**src/rtl/mdio_mgmt_pkg.sv**
```systemverilog
package mdio_mgmt_pkg;
  localparam int FRAME_BITS = 64;
  localparam int ADR_W      = 5;
  localparam int DAT_W      = 16;
  localparam int PRE_BITS   = 32;
  localparam int TA1_POS    = PRE_BITS + 4 + 2 * ADR_W;
  localparam int TA2_POS    = TA1_POS + 1;
  localparam int DATA_POS   = TA2_POS + 1;
  localparam int CNT_W      = $clog2(FRAME_BITS);

  localparam int ST_REG_LSB = 0;
  localparam int ST_PHY_LSB = ST_REG_LSB + ADR_W;
  localparam int ST_DIR_BIT = ST_PHY_LSB + ADR_W;
  localparam int ST_BSY_BIT = ST_DIR_BIT + 1;

  localparam logic ADDR_STA = 1'b0;
  localparam logic ADDR_DAT = 1'b1;

  function automatic logic [FRAME_BITS-1:0] build_frame(
      input logic             is_wr,
      input logic [ADR_W-1:0] phy,
      input logic [ADR_W-1:0] rad,
      input logic [DAT_W-1:0] data);
    logic [1:0] op;
    logic [1:0] ta;
    logic [DAT_W-1:0] d;
    op = is_wr ? 2'b01 : 2'b10;
    ta = is_wr ? 2'b10 : 2'b11;
    d  = is_wr ? data : '1;
    return {{PRE_BITS{1'b1}}, 2'b01, op, phy, rad, ta, d};
  endfunction
endpackage

```
**src/rtl/mdio_clkgen.sv**
```systemverilog
module mdio_clkgen #(
  parameter int DIV_W = 8
) (
  input  logic             clk,
  input  logic             rst_n,
  input  logic             en,
  input  logic [DIV_W-1:0] div,
  output logic             mdc,
  output logic             rise,
  output logic             fall
);
  logic [DIV_W-1:0] cnt;
  logic [DIV_W-1:0] half;
  logic             toggle;

  always_comb begin
    half   = (div < DIV_W'(2)) ? DIV_W'(1) : (div >> 1);
    toggle = en && (cnt == half - DIV_W'(1));
    rise   = toggle && !mdc;
    fall   = toggle && mdc;
  end

  always_ff @(posedge clk) begin
    if (!rst_n || !en) begin
      cnt <= '0;
      mdc <= 1'b0;
    end else if (toggle) begin
      cnt <= '0;
      mdc <= ~mdc;
    end else begin
      cnt <= cnt + DIV_W'(1);
    end
  end
endmodule

```
**src/rtl/mdio_frame_engine.sv**
```systemverilog
module mdio_frame_engine
  import mdio_mgmt_pkg::*;
(
  input  logic             clk,
  input  logic             rst_n,
  input  logic             start,
  input  logic             is_wr,
  input  logic [ADR_W-1:0] phy,
  input  logic [ADR_W-1:0] rad,
  input  logic [DAT_W-1:0] wdata,
  input  logic             rise,
  input  logic             fall,
  input  logic             mdio_i,
  output logic             mdio_o,
  output logic             mdio_oe,
  output logic             done,
  output logic [DAT_W-1:0] rd_result
);
  logic [FRAME_BITS-1:0] sh;
  logic [CNT_W-1:0]      bitcnt;
  logic                  active;
  logic                  rd;
  logic                  ack;
  logic [DAT_W-1:0]      rxsh;

  assign mdio_o    = sh[FRAME_BITS-1];
  assign done      = active && rise && (bitcnt == CNT_W'(FRAME_BITS - 1));
  assign rd_result = ack ? {rxsh[DAT_W-2:0], mdio_i} : '1;

  always_ff @(posedge clk) begin
    if (!rst_n) begin
      sh      <= '0;
      bitcnt  <= '0;
      active  <= 1'b0;
      rd      <= 1'b0;
      ack     <= 1'b0;
      rxsh    <= '0;
      mdio_oe <= 1'b0;
    end else if (start) begin
      sh      <= build_frame(is_wr, phy, rad, wdata);
      bitcnt  <= '0;
      active  <= 1'b1;
      rd      <= !is_wr;
      ack     <= 1'b0;
      mdio_oe <= 1'b1;
    end else if (active) begin
      if (fall) begin
        sh     <= sh << 1;
        bitcnt <= bitcnt + CNT_W'(1);
        if (rd && bitcnt == CNT_W'(TA1_POS - 1)) mdio_oe <= 1'b0;
      end
      if (rise) begin
        if (bitcnt == CNT_W'(TA2_POS)) ack <= !mdio_i;
        if (bitcnt >= CNT_W'(DATA_POS)) rxsh <= {rxsh[DAT_W-2:0], mdio_i};
        if (done) begin
          active  <= 1'b0;
          mdio_oe <= 1'b0;
        end
      end
    end
  end

  assert_oe_released_R6: assert property (@(posedge clk) disable iff (!rst_n)
    (active && rd && bitcnt >= CNT_W'(TA1_POS)) |-> !mdio_oe);

  assert_line_moves_on_fall_R5: assert property (@(posedge clk) disable iff (!rst_n)
    (active && $past(active) && !$stable(mdio_o)) |-> $past(fall));
endmodule

```
**src/rtl/mdio_station_ctrl.sv**
```systemverilog
module mdio_station_ctrl
  import mdio_mgmt_pkg::*;
#(
  parameter int DIV_W = 8
) (
  input  logic             clk,
  input  logic             rst_n,
  input  logic [DIV_W-1:0] clk_div,
  input  logic             reg_wr,
  input  logic             reg_addr,
  input  logic [15:0]      reg_wdata,
  output logic [15:0]      reg_rdata,
  output logic             mdc,
  output logic             mdio_o,
  output logic             mdio_oe,
  input  logic             mdio_i
);
  logic             busy;
  logic             st_dir;
  logic [ADR_W-1:0] st_phy;
  logic [ADR_W-1:0] st_reg;
  logic [DAT_W-1:0] data_q;
  logic             start;
  logic             done;
  logic             rise;
  logic             fall;
  logic [DAT_W-1:0] rd_result;

  assign start = reg_wr && (reg_addr == ADDR_STA) && !busy;

  always_ff @(posedge clk) begin
    if (!rst_n) begin
      busy   <= 1'b0;
      st_dir <= 1'b0;
      st_phy <= '0;
      st_reg <= '0;
    end else if (start) begin
      busy   <= 1'b1;
      st_dir <= reg_wdata[ST_DIR_BIT];
      st_phy <= reg_wdata[ST_PHY_LSB +: ADR_W];
      st_reg <= reg_wdata[ST_REG_LSB +: ADR_W];
    end else if (done) begin
      busy <= 1'b0;
    end
  end

  always_ff @(posedge clk) begin
    if (!rst_n) data_q <= '0;
    else if (done && !st_dir) data_q <= rd_result;
    else if (reg_wr && reg_addr == ADDR_DAT) data_q <= reg_wdata;
  end

  always_comb begin
    reg_rdata = '0;
    if (reg_addr == ADDR_DAT) begin
      reg_rdata = data_q;
    end else begin
      reg_rdata[ST_BSY_BIT]             = busy;
      reg_rdata[ST_DIR_BIT]             = st_dir;
      reg_rdata[ST_PHY_LSB +: ADR_W]    = st_phy;
      reg_rdata[ST_REG_LSB +: ADR_W]    = st_reg;
    end
  end

  mdio_clkgen #(.DIV_W(DIV_W)) u_clkgen (
    .clk  (clk),
    .rst_n(rst_n),
    .en   (busy),
    .div  (clk_div),
    .mdc  (mdc),
    .rise (rise),
    .fall (fall)
  );

  mdio_frame_engine u_frame (
    .clk      (clk),
    .rst_n    (rst_n),
    .start    (start),
    .is_wr    (reg_wdata[ST_DIR_BIT]),
    .phy      (reg_wdata[ST_PHY_LSB +: ADR_W]),
    .rad      (reg_wdata[ST_REG_LSB +: ADR_W]),
    .wdata    (data_q),
    .rise     (rise),
    .fall     (fall),
    .mdio_i   (mdio_i),
    .mdio_o   (mdio_o),
    .mdio_oe  (mdio_oe),
    .done     (done),
    .rd_result(rd_result)
  );

  assert_idle_quiet_R1: assert property (@(posedge clk) disable iff (!rst_n)
    (!busy && !$past(busy)) |-> (!mdc && !mdio_oe));

  assert_start_sets_busy_R2: assert property (@(posedge clk) disable iff (!rst_n)
    start |=> (busy && mdio_oe));

  assert_done_clears_busy_R2: assert property (@(posedge clk) disable iff (!rst_n)
    done |=> !busy);

  assert_busy_ignores_station_R9: assert property (@(posedge clk) disable iff (!rst_n)
    (busy && reg_wr && reg_addr == ADDR_STA) |=> $stable({st_dir, st_phy, st_reg}));
endmodule

```
**config.mk**
```make
export PLATFORM = sky130hd
export DESIGN_NAME = mdio_station_ctrl
export DESIGN_NICKNAME = d
export VERILOG_FILES = /design/src/rtl/mdio_mgmt_pkg.sv /design/src/rtl/mdio_clkgen.sv /design/src/rtl/mdio_frame_engine.sv /design/src/rtl/mdio_station_ctrl.sv
export SDC_FILE = /design/constraint.sdc
export NUM_CORES = 1
export LEC_CHECK = 0
export ABC_AREA = 1
export BUFFER_PORTS_ARGS = -buffer_cell sky130_fd_sc_hd__buf_2
export CORE_MARGIN = 5
export CORE_UTILIZATION = 40
export CTS_CLUSTER_SIZE = 12
export DETAILED_ROUTE_END_ITERATION = 8
export SKIP_LAST_GASP = 1
export SLEW_MARGIN = 30
export SYNTH_ARGS = -nofsm -noshare
export SYNTH_HDL_FRONTEND = slang
export SYNTH_SLANG_ARGS = --single-unit
```
**constraint.sdc**
```tcl
create_clock -name clk -period 2.9 [get_ports clk]
set_clock_uncertainty 0.1 [all_clocks]
set_input_delay 0.145 -clock clk [delete_from_list [all_inputs] [get_ports clk]]
set_output_delay 0.145 -clock clk [all_outputs]
set_load 0.02 [all_outputs]
```
Yosys cells after proc, flatten, opt, wreduce, memory -nomap -nowiden
Cells that the tools add are included.

Bits in registers: 126. Bits of input ports: 29. Output and inout bits: 19. Logic and storage cells: 79.

Add/subtract/negate cells: 3. $lt $le $gt $ge: 2. Equality and inequality tests: 4. Multiplexer cells: 24. Bitwise logic cells: 4. Reduce and logical (&&, ||, !) cells: 27.

Operator list (number): $mux W64 (3); $mux W16 (4); $eq A6 B6 Y1 const B (3); $mux W1 (13); $mux W12 (1); $logic_and A1 B1 Y1 (10); $add A8 B1 Y8 const B (1); $eq A8 B8 Y1 (1); $lt A8 B2 Y1 const B (1); $reduce_bool A2 Y1 (4); $sub A8 B1 Y8 const B (1); $mux W7 (1); $add A6 B1 Y6 const B (1); $ge A6 B6 Y1 const B (1); $logic_not A1 Y1 (6); $mux W4 (1); $not A1 Y1 (4); $reduce_and A2 Y1 (2); $reduce_and A4 Y1 (1); $reduce_or A2 Y1 (2); $reduce_and A3 Y1 (1); $mux W2 (1); $logic_or A1 B1 Y1 (1).

Longest topological paths before layout
Gate-level depths: netlist of run 1.

Depth after elaboration: 12. Mapped depth: 20. Gate-level depth less buffers: 20.

Hierarchy
From an unflattened synthesis of run 1, not the netlist that was laid out.

Cell total of the unflattened synthesis: 854. Area, all modules: 5845.6 um2.

Modules (own cells, without submodules): mdio_frame_engine (times used 1, cells each 513, area an instance 3674.8 um2, sequential area each 1781.7 um2); mdio_station_ctrl (times used 1, cells each 226, area an instance 1463.9 um2, sequential area each 560.5 um2); mdio_clkgen (times used 1, cells each 115, area an instance 706.9 um2, sequential area each 180.2 um2).

Least setup slack after synthesis of run 1
OpenSTA, ideal clock, no wires.

Path type: input to register. Start point: input clk_div[7]. End point: register u_frame.sh[28]. Setup time: 0.128 ns. Data arrival time: 1.977 ns. Setup slack: 0.695 ns. Stages on the path: 20. Path buffers: 1. Cell sequence: nor2_2 -> nand3_1 -> nand2_1 -> inv_1 -> ha_1 -> inv_1 -> nand2_1 -> nand3_1 -> nand2_1 -> nor2_1 -> nand2_1 -> nor2_2 -> nand2_1 -> nor2_2 -> nand3_2 -> nand2_4 -> buf_6 -> nor2_1 -> nor2_1 -> nor2_1.

Longest elaborated chain between the ends: 8.

RTL lines: start, declared (RTL line mdio_station_ctrl.sv:8) `input logic [DIV_W-1:0] clk_div,`; $lt A8 B2 Y1 (RTL line mdio_clkgen.sv:17) `half = (div < DIV_W'(2)) ? DIV_W'(1) : (div >> 1);`; $mux W7 * (RTL line mdio_clkgen.sv:17); $sub A8 B1 Y8 * (RTL line mdio_clkgen.sv:18) `toggle = en && (cnt == half - DIV_W'(1));`; $eq A8 B8 Y1 * (RTL line mdio_clkgen.sv:18); $logic_and A1 B1 Y1 * (RTL line mdio_clkgen.sv:18); $logic_and A1 B1 Y1 * (RTL line mdio_clkgen.sv:20) `fall = toggle && mdc;`; $reduce_bool A2 Y1 (no source line) *; $reduce_and A2 Y1 (no source line) *; end signal, assigned (RTL line mdio_frame_engine.sv:40) `sh <= build_frame(is_wr, phy, rad, wdata);`; end signal, assigned (RTL line mdio_frame_engine.sv:48) `sh <= sh << 1;`; end, declared (RTL line mdio_frame_engine.sv:19) `logic [FRAME_BITS-1:0] sh;`.

Mark *: on every way between the ends. The rest lies on a longest branch, timed or not. A chain may end at the register's enable or synchronous reset.

Worst setup path after layout of run 1
Start point: input clk_div[5]. End point: register u_frame.sh[14].

The elaborated chain is that of the path after synthesis.

==> flow_results.org, run 1 <==
** STA
- Measured against its own limit, the worst slew margin works out to 48.5%.
- Subtracting the final worst setup slack from the clock period gives roughly 2.4 ns.
- Unrepaired setup endpoints after global routing :: false
- Final hold viol count :: 0
- Number of max-slew violations in the final report :: 0
- Setup total negative slack on the finished layout was measured at 0 ns.
- Setup violations remaining at the end of the flow were counted as 0.
- At the pin with the least slew margin, the transition time is 0.773 ns.
- Timing would allow up to 421 MHz.
- Dividing the final minimum period by the clock period gives 82.0%.

** Synthesis
- Of the post-synthesis cell area, the dominant cell type holds 43.5%.
- Number of synthesized flops with an enable pin :: 0
- Of the total synthesized cell area, the portion taken by XOR and XNOR cells is 0.754%.
- The synthesized design spends more area on one cell type than any other, namely dfxtp_1.
- Top flip-flop cell by instance count after synthesis :: dfxtp_1
- Measured against the total synthesized area, the mux share comes to 0%.
- Synthesis handed over a netlist of between 800 and 900 instances.
- In this run the cell area of the synthesized design comes to 0.00580 sq mm.
- Number of distinct standard cells referenced by the synthesized netlist :: 31
- Register bit total from synthesis :: between 100 and 150
- Of all flip-flops after synthesis, the portion carrying an async set or reset was 0%.
- Top cells by area in the synthesized netlist :: dfxtp_1, nand2_1, nor2_1, inv_1, nand3_1
- Yosys synthesis warning count :: 0
- Post-synthesis share of cell area spent on full adders, half adders and majority gates :: 0.862%
- When the netlist entered floorplanning its net count stood at approximately 880.
- Of the total synthesized cell area, the portion taken by AND, OR, NAND and NOR gates is 29.1%.
- Of the synthesized area, sequential elements account for 43.5%.
- A synthesized cell averages 6.82 sq um.
- By area, the combinational part of the netlist is dominated by simple AND/OR/NAND/NOR gates.
- Area fraction in compound gates after synthesis :: 15.0%

** Setup path
- The worst setup path is launched from a primary input.
- STA puts the critical path data arrival time at between 2 and 3 ns.
- Maximum net fanout on the critical path :: 18
- Element type at the critical path end :: flip-flop
- Required time worst endpoint :: 3.14 ns
- The critical path is of the primary input to flip-flop type.

** Layout
- The register with the most flip-flops in the layout has 64 of them.
- Largest regs :: u_frame.sh: 64 flops, data_q: 16 flops, u_frame.rxsh: 15 flops
- Top register by number of flip-flops :: u_frame.sh
- The repair_antennas step left the layout with diodes totalling 0.
- At the end of the flow, the number of nets in the layout was 941.
- Commonest non-fill, non-tap cell in the layout :: nand2_1
- Relative to the synthesized area, the layout overhead comes to 19.8%.
- In the final layout, the share of cells above drive strength 1 is 11.7%.
- Final core occ :: 48.4%
- The top cell types in the final layout, fill and taps aside, are nand2_1, nor2_1, dfxtp_1.

** Global routing
- Total gr overflow :: 0
- The first global-routing pass estimated ~24000 um of wire.
- Maximum number of pins on one net before global-route repair :: 82
- Global routing consumed, over all layers together, 17.7% of the routing resources.
- The via count of the first global-routing pass was 4923.
- Initial antenna violation count :: 0

** Die
- Height of the die :: approximately 130 um
- In this run the standard cell core region covers 0.0144 sq mm.
- The floorplan step set the die width to 130 um.
- Starting density of the core :: between 40% and 50%
- 48 I/O pins were placed.
- Number of placement rows :: 44
- The floorplan step defined a die boundary enclosing 0.0170 sq mm.

** Detailed routing
- The first TritonRoute pass finished after 5 iterations.
- Total number of vias :: 5390
- DRT iter0 DRCs :: 370
- In the final routed layout, each cell accounts on average for between 10 and 15 um.
- Vias per std cell :: 4.88
- Wire length reported by the detailed router :: 14300 um
- For this run, design rule violations remaining after detail routing come to 0.
- In this run the remaining antenna-violating nets after routing total 0.

** Placement
- Input/output buffers :: 46
- Routability-driven placement finished with a final weighted congestion of roughly 0.79.
- Detailed placement ended at an HPWL of ~9700 um.

** Clocking
- Clock edge transition at the registers on the reported setup and hold paths :: 0.05 ns
- Counting every sink on the clock net gives 126.
- Clock latency on the worst-skew pair :: 0.42 ns
- Buffers added to address setup during post-CTS repair amount to 0.
- CTS Buffer Depth :: 2
- TritonCTS created 17 clock buffers.
- The root buffer cell chosen for the clock tree is clkbuf_16.
- TritonCTS clock tree :: built
- In this run the number of H-tree levels came out at 4.

** Pwr
- The worst-case IR drop observed on VDD is 0.000410 V.
- For this design the ratio of total power to cell area is ~600 mW/mm^2.
- For this design the static power due to leakage is slightly above 3 nW.

** Status
- The run finished with clean final reports.

** Job
- The tool flagged a number of max-cap violations equal to 0.

** Min path
- The tightest min-delay check is of the primary input to flip-flop type.
## area by class of cell
cell class / count / area (sq um)
clock buffer: 25 / 495
inverter: 113 / 424
clock inverter: 6 / 58.8
tap: 184 / 230
fill: 1444 / 7410
sequential: 126 / 2520
multi-input combinational: 571 / 2660
timing repair buffer: 79 / 568
## Yosys cell counts, types with 4 or more instances
cell,number
nand2_1,159
nor2_1,138
dfxtp_1,126
inv_1,107
nand3_1,69
o21ai_0,57
a21oi_1,47
o21ai_1,35
o22ai_1,27
clkbuf_1,24
nand4_1,9
buf_2,8
xor2_1,5
buf_4,4
ha_1,4
inv_2,4
## timing repair
action | CTS | global route
hold buffers | 16 | 0
setup endpoints to repair | 0 | 0
gates resized for setup | 0 | 0
endpoints found under the hold margin | 20 | 0
## path summary, 6_finish.rpt
kind	startpoint	slack [ns]	end	cells after the start
setup / recovery	clk_div[5]	0.52	u_frame.sh[14]	20
hold / removal	reg_wdata[3]	0.003	st_reg[3]	3
setup reg to reg	u_clkgen.cnt[2]	0.68	u_frame.sh[14]	13
hold reg to reg	u_frame.sh[30]	0.34	u_frame.sh[31]	2
## worst max-delay path: stages
cell,delay [ns]
buf_2,0.12
nor2_4,0.16
nand3_1,0.12
nand2_1,0.09
inv_1,0.05
ha_1,0.26
inv_1,0.09
nand2_1,0.05
nand3_1,0.07
nand2_1,0.08
nor2_1,0.13
nand2_1,0.08
nor2_2,0.13
nand2_1,0.08
nor2_2,0.17
nand3_2,0.13
nand2_4,0.23
buf_12,0.18
o21ai_1,0.06
a21oi_1,0.17
## routing by layer
layer,share of wire (%),up-vias,routed length (um),GRT usage (%)
li1,-,2849,-,-
met1,48,2398,6890,23.7
met2,45,115,6460,27.3
met3,4.4,28,637,4.19
met4,2.4,0,337,7.74
met5,0,-,0,0
## cells by family (layout without fill, tap and decap cells)
kind of cell | count (synthesis) | after routing
AND/OR/NAND/NOR | 395 | 395
AO/OA/AOI/OAI | 167 | 167
buffers and inverters | 154 | 223
flip-flops | 126 | 126
XOR/XNOR | 5 | 5
adder cells (fa/ha/maj) | 4 | 4
## per-stage QoR
stage          worst slack [ns]  power [W]  cells  cell area, sq um  hold slack (ns)
2_1_floorplan             0.695    0.00216    851              5800            0.221
3_3_place_gp              0.166    0.00228   1057              6240            0.339
3_5_place_dp              0.128    0.00228   1057              6240            0.343
4_1_cts                   0.560    0.00430   1104              6960          0.00337
5_1_grt                   0.264    0.00444   1104              6960          0.00994
6_report                  0.523    0.00426   1104              6960          0.00270
## power breakdown
part / internal [W] / switching (W)
registers: 0.00182 / 0.0000455
clock network: 0.00126 / 0.000741
logic: 0.000153 / 0.000245
Note: power is estimated with default switching activity, not from simulation.
==> run 2, diff against run 1 <==
--- a/config.mk
+++ b/config.mk
@@ -5,7 +5,7 @@
 export SDC_FILE = /design/constraint.sdc
 export NUM_CORES = 1
 export LEC_CHECK = 0
-export ABC_AREA = 1
+export ABC_AREA = 0
 export BUFFER_PORTS_ARGS = -buffer_cell sky130_fd_sc_hd__buf_2
 export CORE_MARGIN = 5
 export CORE_UTILIZATION = 40
==> constraint.sdc (replaced) <==
create_clock -name clk -period 2.3 [get_ports clk]
set_clock_uncertainty 0.1 [all_clocks]
set_input_delay 0.115 -clock clk [delete_from_list [all_inputs] [get_ports clk]]
set_output_delay 0.115 -clock clk [all_outputs]
set_load 0.02 [all_outputs]
==> run 2 against run 1 <==
Register-to-register slack lost 0.62 ns. Design area grew 0.94%. Clock-buffer cell count shrank 4. Wire length grew 2.7%. Clock power grew 31%. Core utilization grew 4.6 points. Synthesized cell count shrank 24%. Global-route usage grew 0.19 points. Sequential share of layout area shrank 0.28 points. Non-clock buffer count grew 15. Critical path type unchanged. Highest routed layer unchanged.
==> flow_results.org, run 2 <==
** Clocking
- The clock transition at the registers of the reported paths came to 0.06 ns (about the same).
- The number of buffers created by CTS was 17 (unchanged).
- Clock latency on the worst-skew pair :: 0.41 ns (about the same)
- Count of clock tree sinks :: 126 (unchanged)
- Buffer type at the clock tree root :: clkbuf_16
- TritonCTS built the clock tree.
- CTS Buffer Depth :: 2 (unchanged)
- CTS H-tree depth :: 4 (unchanged)

** Pwr
- Fraction of power consumed by the clock network :: 48.1% (+1.2 points)
- The power per cell area came to 777 mW/mm^2 (+27%).
- Part of the total power dissipated in combinational logic :: 8.5% (-0.9 points)
- Seq pwr share :: 43.4% (-0.3 points)
- Leak :: 2.87 nW (-7.6%)
- The switching share of total power came to 24.1% (-0.067 points).
- The maximum VDD drop is 0.000455 V (+11%).
- Switching pwr :: 0.00132 W (+28%)
- The cell internal power dissipation came to 0.00414 W (+28%).

** Synthesis
- Top cells by area in the synthesized netlist :: dfxtp_1, nor3_1, nor2_1, nand2_1, a21oi_1
- The post-synthesis average cell area is 8.32 sq um (+22%).
- Cell types with the highest counts after synthesis :: dfxtp_1, nor2_1, nand2_1, nor3_1, a21oi_1
- The most used flip-flop cell after synthesis is dfxtp_1.
- Of all cell types, the one taking the most synthesized area is dfxtp_1.
- In the post-synthesis netlist, the cell with the most instances is dfxtp_1.
- Post-synthesis share of cell area spent on full adders, half adders and majority gates :: 0.924% (+0.061 points)
- After synthesis, the largest family of logic cells by area is simple AND/OR/NAND/NOR gates.
- The portion of synthesized cell area occupied by the leading cell type was 46.5% (+3.1 points).
- Number of distinct standard cells referenced by the synthesized netlist :: 51 (+65%)
- Number of synthesized flops with an enable pin :: 0 (unchanged)
- The yosys synthesis warning count came to 0 (unchanged).
- The multiplexer fraction of the synthesized cell area was 5.26% (+5.3 points).
- The total nets after synthesis is 684 (-23%).
- Count of mapped cells out of synthesis :: 651 (-24%)
- Synthesized-area fraction occupied by xor and xnor cells :: 2.10% (+1.3 points)
- Register area share after synthesis :: 46.5% (+3.1 points)
- Netlist area before placement :: 0.00542 sq mm (-6.6%)
- Share of synthesized flip-flops with an asynchronous set or reset :: 0% (unchanged)
- The area fraction in compound gates after synthesis is 15.2% (+0.14 points).
- Register bit total from synthesis :: 126 (unchanged)
- The fraction of the mapped netlist area in simple logic gates is 24.8% (-4.3 points).

** Detailed routing
- The via total after detailed routing came to 4936 (-8.4%).
- The total iterations of the first detailed-routing run came to 6 (+1).
- Wire length reported by the detailed router :: 14700 um (+2.7%)
- The ratio of routed vias to standard cells came to 5.47 (+12%).
- The routed length per placed instance came to 16.3 um (+26%).
- The final routed DRC violation total was 0 (unchanged).
- Remaining antenna violation count after routing :: 0 (unchanged)
- DRT iter0 DRCs :: 342 (-7.6%)

** STA
- The final max-slew violation count was 0 (unchanged).
- The worst relative slew slack came to 47.5% (-0.98 points).
- Hold Slack :: 0.0323 ns (+0.0296 ns)
- Part of the cycle the worst path needs :: 98.1%
- Total negative setup slack :: 0 ns (unchanged)
- Time the final worst path needs with I/O delays and setup :: 2.26 ns
- The number of hold violations in the final report was 0 (unchanged).
- For this run, the top clock speed supported by timing is 443 MHz.
- Setup repair after global routing could not meet its margin everywhere.
- The final number of setup-violating endpoints is 0 (unchanged).
- The slew at the pin with the worst max-slew slack was 0.787 ns (+0.0147 ns).

** Global routing
- First-pass GRT wire length :: 23500 um (-1.9%)
- The via count of the first global-routing pass is 4718 (-4.2%).
- The global-route usage over all layers came to 17.9% (+0.19 points).
- The largest net degree at the start of global routing is 73 (-11%).
- Initial antenna violation count :: 0 (unchanged)
- The total congestion overflow is 0 (unchanged).

** Layout
- Area of the multi-input gates :: 0.00284 sq mm (+6.9%)
- Filler Cells Inserted :: 1239 (-14%)
- The register cell area after layout came to 0.00253 sq mm (+0.15%).
- Leading cell types in the layout, fill and taps excluded :: dfxtp_1, nor2_1, nand2_1
- Non-Filler Instances :: 902 (-18%)
- Leaving out fill and tap cells, the most frequent cell in the layout is dfxtp_1.
- # nets final :: 746 (-21%)
- Area growth from synthesis to final layout :: 29.6%
- Number of flip-flops in the largest register :: 64 (unchanged)
- The number of diodes added for antenna fixing came to 0 (unchanged).
- Largest regs :: u_frame.sh: 64 flops, data_q: 16 flops, u_frame.rxsh: 15 flops
- Ranked by flip-flop count, first place goes to u_frame.sh.
- The layout cell share with drive strength beyond 1 is 23.6% (+12 points).

** Min path
- Worst Min Path Start :: reg_wdata[13]
- The min-delay analysis places its worst path in the category primary input to flip-flop.

** Die
- The chip width is 126 um (-3.1%).
- The number of top-level design ports is 48 (unchanged).
- Number of placement rows :: 42 (-4.5%)
- Height of the die :: 126 um (-3.1%)
- Core Region :: 0.0132 sq mm (-7.8%)
- Starting density of the core :: 40.9% (+0.52 points)
- Die area :: 0.0160 sq mm (-6.1%)

** Placement
- The number of buffers inserted by port buffering is 46 (unchanged).
- Cell count after placement :: 849 (-20%)
- HPWL after detailed placement :: 8760 um (-9.9%)
- The final weighted congestion of routability-driven global placement is 0.883 (+11%).

** Setup path
- Termination of the worst setup path :: u_frame.sh[62]
- The setup path with the least slack is of type primary input to flip-flop.
- STA classifies the critical path startpoint as a primary input.
- Largest stage delay, worst path :: 0.36 ns (+0.10 ns)
- Worst setup path startpoint :: clk_div[7]
- The maximum fanout along the worst path came to 8 (-10).
- Worst-case register-to-register setup slack :: 0.06 ns (-0.62 ns)
- The length in cells of the worst reg-to-reg path was 8 (-5).
- Capture point of the worst reg-to-reg path :: u_frame.sh[62]
- Dominant delay contributor by cell family on the critical path :: simple AND/OR/NAND/NOR gates
- Number of logic stages on the critical path including buffering :: 12 (-40%)
- The critical path goes through buf_8 -> nor4_4 -> a21oi_2 -> ha_4 -> nor3b_4 -> xnor2_1 -> nor4_2 -> o2111a_2 -> and3_4 -> clkbuf_16 -> nor3_1 -> nor3_1.
- In this design, the critical path's most frequently occurring cell is nor3_1.
- The data required time at the worst endpoint is 2.54 ns (-0.60 ns).
- Critical path buffer and inverter count :: 2 (-2)
- Data arrival at the endpoint of the critical path :: 2.49 ns (-0.13 ns)
- For this design, the slowest cell found on the critical path is o2111a_2.
- In this run the critical register-to-register path is launched from u_clkgen.cnt[5].
- Element type at the critical path end :: flip-flop

** Status
- The run finished with clean final reports.

** Job
- Max-cap check violation count :: 0 (unchanged)
[run 2: cell count changes after synthesis, moves of 15 or more]
cell / delta
a31oi_1: +28
inv_1: -98
mux2i_1: +15
nand2_1: -83
nand3_1: -50
nor2_1: -52
nor3_1: +66
o21ai_0: -21
o21ai_1: -34
o22ai_1: -27
o311a_1: +16
[run 2: area by class of cell]
cell class,instances,area share (%)
Tap cell,176,3.14
Sequential cell,126,36.0
Inverter,9,0.481
Clock inverter,11,1.66
Timing Repair Buffer,94,11.7
Multi-Input combinational cell,465,40.5
Clock buffer,21,6.56
[run 2: repair_timing]
item / in CTS / in global routing
endpoints found under the hold margin: 30 / 0
pin swaps: 0 / 47
endpoints found under the setup margin: 34 / 104
cloned: 0 / 7
hold buffers: 12 / 0
gates resized for setup: 1 / 47
setup buffers: 0 / 2
[run 2: how the worst min path moves through the flow]
stage	to	slack, ns	depth (start not counted)
floorplan	st_reg[0]	0.15	2
global placement	u_frame.rxsh[0]	0.30	3
detailed placement	st_phy[0]	0.32	3
CTS	u_frame.sh[16]	0.02	4
global route	u_frame.sh[16]	0.03	4
finish	data_q[13]	0.03	4
[run 2: metrics by stage]
step	total power, W	utilization (%)	setup WS, ns	instance area (sq um)
6_report	0.00545	53.0	0.0447	7020
5_1_grt	0.00565	53.0	-0.0858	7020
3_3_place_gp	0.00281	44.9	-0.416	5950
2_1_floorplan	0.00268	-	-0.141	5470
3_5_place_dp	0.00283	44.9	-0.509	5950
4_1_cts	0.00544	50.2	0.00370	6650
[run 2: kinds of logic after synthesis]
| kind of cell | Yosys count |
|---|---|
| simple gates | 287 |
| compound gates | 133 |
| buf+inv | 61 |
| xor+xnor | 13 |
| mux | 27 |
| fa+ha+maj | 4 |
| flops | 126 |
[run 2: tightest hold or removal path, delay by kind of cell]
kind | cells | cell delay (ns)
AND/OR/NAND/NOR | 1 | 0.09
buffers and inverters | 1 | 0.09
AO/OA/AOI/OAI | 2 | 0.21
[run 2: routing by layer]
metal | vias up | global-route usage, % | routed length [um]
met4 | 0 | 7.00 | 282
met5 | - | 0 | 0
met3 | 21 | 5.17 | 695
li1 | 2415 | - | -
met2 | 122 | 27.7 | 6890
met1 | 2378 | 23.6 | 6840
[run 2: power by group through the flow]
stage	combinational [W]	sequential (W)	clock, W
final	0.000462	0.00237	0.00262
after global placement	0.000409	0.00240	0
after detailed placement	0.000420	0.00241	0
after CTS	0.000438	0.00236	0.00264
after floorplan	0.000291	0.00238	0
after global routing	0.000516	0.00238	0.00276
